### src/rtl/bcd_unit_pkg.sv
package bcd_unit_pkg;

    localparam int DIG_W   = 4;
    localparam int NUM_DIG = 2;
    localparam int BYTE_W  = DIG_W * NUM_DIG;
    localparam int DIG_MAX = 9;

    typedef enum logic [1:0] {
        BOP_ADD     = 2'b00,
        BOP_SUB     = 2'b01,
        BOP_NEG     = 2'b10,
        BOP_ADD_ALT = 2'b11
    } bop_e;

    typedef struct packed {
        logic [BYTE_W-1:0] value;
        logic              carry;
        logic              ext;
        logic              zero;
    } bcd_res_t;

    function automatic logic byte_is_zero(input logic [BYTE_W-1:0] b);
        return (b == '0);
    endfunction

    function automatic logic op_is_sub_like(input bop_e op);
        return (op == BOP_SUB) || (op == BOP_NEG);
    endfunction

endpackage

### src/rtl/bcd_digit_add.sv
module bcd_digit_add #(
    parameter int W = 4
) (
    input  logic [W-1:0] a,
    input  logic [W-1:0] b,
    input  logic         cin,
    output logic [W-1:0] sum,
    output logic         cout
);
    localparam int WIDE = W + 1;
    logic [WIDE-1:0] raw;
    logic            fix;

    always_comb begin
        raw  = WIDE'(a) + WIDE'(b) + WIDE'(cin);
        fix  = (raw > WIDE'(9));
        sum  = fix ? (raw[W-1:0] + W'(6)) : raw[W-1:0];
        cout = fix;
    end
endmodule

### src/rtl/bcd_digit_sub.sv
module bcd_digit_sub #(
    parameter int W = 4
) (
    input  logic [W-1:0] a,
    input  logic [W-1:0] b,
    input  logic         bin,
    output logic [W-1:0] diff,
    output logic         bout
);
    localparam int WIDE = W + 1;
    logic [WIDE-1:0] raw;
    logic            brw;

    always_comb begin
        raw  = WIDE'(a) - WIDE'(b) - WIDE'(bin);
        brw  = raw[W];
        diff = brw ? (raw[W-1:0] - W'(6)) : raw[W-1:0];
        bout = brw;
    end
endmodule

### src/rtl/bcd_digit_chain.sv
module bcd_digit_chain
    import bcd_unit_pkg::*;
#(
    parameter bit SUBTRACT = 1'b0
) (
    input  logic [BYTE_W-1:0] lhs,
    input  logic [BYTE_W-1:0] rhs,
    input  logic              c_first,
    output logic [BYTE_W-1:0] result,
    output logic              c_last
);
    logic [NUM_DIG:0] link;

    assign link[0] = c_first;

    for (genvar d = 0; d < NUM_DIG; d++) begin : g_digit
        if (SUBTRACT) begin : g_sub
            bcd_digit_sub #(.W(DIG_W)) u_sub (
                .a    (lhs[d*DIG_W +: DIG_W]),
                .b    (rhs[d*DIG_W +: DIG_W]),
                .bin  (link[d]),
                .diff (result[d*DIG_W +: DIG_W]),
                .bout (link[d+1])
            );
        end else begin : g_add
            bcd_digit_add #(.W(DIG_W)) u_add (
                .a    (lhs[d*DIG_W +: DIG_W]),
                .b    (rhs[d*DIG_W +: DIG_W]),
                .cin  (link[d]),
                .sum  (result[d*DIG_W +: DIG_W]),
                .cout (link[d+1])
            );
        end
    end

    assign c_last = link[NUM_DIG];
endmodule

### src/rtl/bcd_byte_alu.sv
module bcd_byte_alu
    import bcd_unit_pkg::*;
(
    input  bop_e              op,
    input  logic [BYTE_W-1:0] dst,
    input  logic [BYTE_W-1:0] src,
    input  logic              x_prev,
    input  logic              z_prev,
    output bcd_res_t          res
);
    logic [BYTE_W-1:0] add_val;
    logic              add_c;
    logic [BYTE_W-1:0] sub_val;
    logic              sub_c;
    logic [BYTE_W-1:0] minuend;

    assign minuend = (op == BOP_NEG) ? '0 : dst;

    bcd_digit_chain #(.SUBTRACT(1'b0)) u_add_chain (
        .lhs     (dst),
        .rhs     (src),
        .c_first (x_prev),
        .result  (add_val),
        .c_last  (add_c)
    );

    bcd_digit_chain #(.SUBTRACT(1'b1)) u_sub_chain (
        .lhs     (minuend),
        .rhs     (src),
        .c_first (x_prev),
        .result  (sub_val),
        .c_last  (sub_c)
    );

    always_comb begin
        if (op_is_sub_like(op)) begin
            res.value = sub_val;
            res.carry = sub_c;
        end else begin
            res.value = add_val;
            res.carry = add_c;
        end
        res.ext  = res.carry;
        res.zero = byte_is_zero(res.value) ? z_prev : 1'b0;
    end
endmodule

### src/rtl/bcd_byte_unit.sv
module bcd_byte_unit
    import bcd_unit_pkg::*;
(
    input  logic              clk,
    input  logic              rst,
    input  logic              valid_in,
    input  logic [1:0]        op_in,
    input  logic [BYTE_W-1:0] dst_in,
    input  logic [BYTE_W-1:0] src_in,
    input  logic              x_in,
    input  logic              z_in,
    output logic              done_out,
    output logic [BYTE_W-1:0] res_out,
    output logic              x_out,
    output logic              z_out,
    output logic              c_out
);
    bcd_res_t next_res;
    bcd_res_t held_res;
    logic     done_q;

    bcd_byte_alu u_alu (
        .op     (bop_e'(op_in)),
        .dst    (dst_in),
        .src    (src_in),
        .x_prev (x_in),
        .z_prev (z_in),
        .res    (next_res)
    );

    always_ff @(posedge clk) begin
        if (rst) begin
            held_res <= '0;
            done_q   <= 1'b0;
        end else begin
            done_q <= valid_in;
            if (valid_in) begin
                held_res <= next_res;
            end
        end
    end

    assign done_out = done_q;
    assign res_out  = held_res.value;
    assign x_out    = held_res.ext;
    assign z_out    = held_res.zero;
    assign c_out    = held_res.carry;
endmodule

### config.mk
export PLATFORM = sky130hd
export DESIGN_NAME = bcd_byte_unit
export DESIGN_NICKNAME = d
export VERILOG_FILES = /design/src/rtl/bcd_unit_pkg.sv /design/src/rtl/bcd_digit_add.sv /design/src/rtl/bcd_digit_sub.sv /design/src/rtl/bcd_digit_chain.sv /design/src/rtl/bcd_byte_alu.sv /design/src/rtl/bcd_byte_unit.sv
export SDC_FILE = /design/constraint.sdc
export NUM_CORES = 1
export LEC_CHECK = 0
export BUFFER_PORTS_ARGS = -buffer_cell sky130_fd_sc_hd__buf_2
export CAP_MARGIN = 20
export CORE_MARGIN = 10
export CORE_UTILIZATION = 38
export DETAILED_ROUTE_END_ITERATION = 16
export HOLD_SLACK_MARGIN = 0.02
export PLACE_DENSITY = 0.61
export SLEW_MARGIN = 20
export SYNTH_ARGS = -nofsm -noshare
export SYNTH_HDL_FRONTEND = slang
export SYNTH_SLANG_ARGS = --single-unit
### constraint.sdc
create_clock -name clk -period 4.6 [get_ports clk]
set_input_delay 0.92 -clock clk [delete_from_list [all_inputs] [get_ports clk]]
set_output_delay 0.92 -clock clk [all_outputs]
set_load 0.01 [all_outputs]
==> out/qor.yml <==
floorplanning:
  die-width_um: 88.0
  dieArea_mm2: 0.00775
  initial_core_util: 0.399
  die_height_um: 88.0
  core_mm2: 0.00441
  rows: 24
  io_pins: 35
drt:
  ant_nets: 0
  num_vias: 1596
  wl_per_cell_um: 13.2
  first_iter_violations: 69
  avgViaCountPerCell: 5.02
  wirelength_um: 4180
  drt_pass1_iterations: 4
  drc: 0
sta:
  period_share: 1.01
  hold_violations: 0
  worst_pin_slew_ns: 0.449
  finalCriticalPeriod_ns: 4.63
  fin_ws_ns: -0.0260
  slew_viol_final: 0
  rsz0062_at_grt: "yes"
  max_freq_mhz: 216
  fin_skew_ns: 0
  setup_viol: 2
  slew_headroom: 0.701
finish:
  layoutNonFillerInstCount: 318
  drive_gt1_frac: 0.402
  post-route-util: 0.527
  nets: 318
  syn_to_final_growth_pct: 32.4
  diodes: 0
worst_setup_path:
  crit_arrival_ns: 4.81
  critPathMaxFanout: 3
  reg2regPathDepth: 2
  cp_slowest_cell: "fa_2"
  cp_data_required_time_ns: 4.78
  end_kind: "flip-flop"
  rrSetupSlack_ns: 3.92
  crit_path_max_incr_delay_ns: 0.53
  cp-startpoint: "dst_in[0]"
  path_common_cell: "fa_2"
  r2r_start: "z_out"
  crit_type: "in2reg"
  worst_setup_path_start_kind: "input pin"
  cp_cell_sequence: "buf_6 -> fa_2 -> fa_2 -> xor2_2 -> inv_2 -> ha_2 -> a21bo_2 -> o21a_1 -> a21oi_4 -> fa_2 -> inv_2 -> fa_2 -> inv_2 -> ha_4 -> a22oi_2 -> a31oi_2 -> xnor2_1 -> a21oi_2 -> a2111oi_2 -> a21o_1"
  rr_endpoint: "z_out"
min_path:
  whs_path_depth: 2
  hp-class: "reg2reg"
  hold_path_startpoint: "res_out[3]"
  hold_end: "res_out[3]"
logic_synthesis:
  yosys_warnings: 0
  ys_seq_area_frac: 0.125
  yosysTopAreaCell: "ha_1"
  synth_edf_count: 0
  synthTopCellsByCount: "inv_1, ha_1, nor2_1, nand2_1"
  synthFlopType: "dfxtp_1"
  syn_avg_cell_area_um2: 8.46
  netlist_area_mm2: 0.00176
  synth.most_common_cell: "inv_1"
  yosysUniqueCellTypes: 55
  ys_seq_elements: 11
  synthTopCellsByArea: "ha_1, dfxtp_1, fa_1"
  syn_nets: 259
  synth_top_area_share: 0.142
  async_reset_ff_frac: 0
  syn_inst: 208
clock_tree:
  clk_pin_slew_ns: 0.05
  clockBufferDepth: 2
  cts.sinks: 11
  cts_tree: "built"
  clockRootBuffer: "clkbuf_8"
  insertion_delay_ns: 0.23
  htreeDepth: 1
  cts_buffers: 3
global_routing:
  antenna_found_initial: 0
  grt_max_degree: 22
  grt_pass1_vias: 1643
  track_usage: 0.110
  grt_overflow: 0
  grt_pass1_wl_um: 7270
pwr:
  p_sw_frac: 0.401
  comb_power_share: 0.710
  p_sw_mw: 0.290
  p_int_mw: 0.433
  leakagePower_nw: 1.10
  irDropWorstVdd_mv: 0.0925
  power.density_mw_per_mm2: 310
  clockPowerShare: 0.131
  power.sequential.fraction: 0.159
placed_design:
  numPortBuffers: 34
  dpl.hpwl_um: 3600
  gp_congestion: 0.797
  placedCellCount: 306
outcome:
  status: "complete, but fails checks"
  violations: "negative setup slack"
flow_run:
  maxCapViolCount: 0
-- layout make-up --
class | count | area, um2
multi-input combinational | 167 | 1530
fill | 433 | 2090
clock buffer | 4 | 45.0
sequential | 11 | 220
tap | 52 | 65.1
timing repair buffer | 60 | 375
inverter | 24 | 90.1
-- what timing repair did --
action,4_1_cts,5_1_grt
setup endpoints to repair,3,5
gates resized for setup,4,13
pin swaps,4,10
buffers inserted,6,2
hold buffers,0,0
-- worst max-delay path by stage --
stage | cells past startpoint | to | slack [ns]
2_1_floorplan | 19 | z_out | -0.08
3_3_place_gp | 20 | z_out | -0.38
3_5_place_dp | 20 | z_out | -0.41
4_1_cts | 20 | z_out | -0.08
5_1_grt | 20 | z_out | -0.21
6_report | 20 | z_out | -0.03
-- per-layer routing --
layer | part of all wire | vias up | track usage
li1 | - | 843 | -
met1 | 0.46 | 717 | 0.144
met2 | 0.46 | 30 | 0.180
met3 | 0.061 | 6 | 0.0167
met4 | 0.014 | 0 | 0.0342
met5 | 0 | - | 0
-- critical path: cells and delay by family --
kind / cells / cell delay, ns
xor gates and xnor gates: 2 / 0.38
buffers and inverters: 4 / 0.26
AOI/OAI and AO/OA: 8 / 1.35
adders and majority gates: 6 / 1.89
-- logic make-up after synthesis --
family	Yosys count	share of synthesized area
adder cells (fa/ha/maj)	28	0.233
AND/OR/NAND/NOR	67	0.204
flip-flops	11	0.125
buffers and inverters	30	0.0683
XOR/XNOR	13	0.0733
multiplexers	10	0.0605
AO/OA/AOI/OAI	49	0.235
-- stage by stage --
step	TNS [ns]	area, um2	power, mW	setup WS (ns)	hold slack [ns]
after floorplan	-0.0786	1810	0.455	-0.0786	0.484
after global placement	-1.13	2150	0.581	-0.380	0.449
after detailed placement	-1.40	2150	0.587	-0.414	0.457
after CTS	-0.107	2250	0.703	-0.0788	0.463
after global routing	-0.664	2330	0.793	-0.211	0.497
final	-0.0292	2330	0.722	-0.0260	0.466
-- power groups by stage --
stage / registers (mW) / clock network [mW] / logic, mW
3_5_place_dp: 0.117 / 0 / 0.470
6_report: 0.115 / 0.0943 / 0.513
3_3_place_gp: 0.117 / 0 / 0.465
5_1_grt: 0.117 / 0.0988 / 0.577
4_1_cts: 0.115 / 0.0967 / 0.492
2_1_floorplan: 0.123 / 0 / 0.332
-- sequential cells by signal, indices dropped and copies added, names as in the netlist --
register,flops
x_out,1
res_out,8
z_out,1
done_out,1
-- cell usage in the layout (no fill, tap or decap), types with 6 or more instances in the layout --
cell type / Yosys / routed
mux2i_1: 8 / 8
inv_1: 24 / 21
xnor2_1: 10 / 8
nand2_1: 14 / 14
fa_2: 0 / 8
buf_4: 1 / 25
a21oi_1: 8 / 7
buf_2: 3 / 33
nor2_1: 15 / 15
dfxtp_1: 11 / 11
ha_1: 20 / 14
a21o_1: 6 / 6
nand2b_1: 11 / 11
No activity file was read; power rests on OpenSTA's default activity.
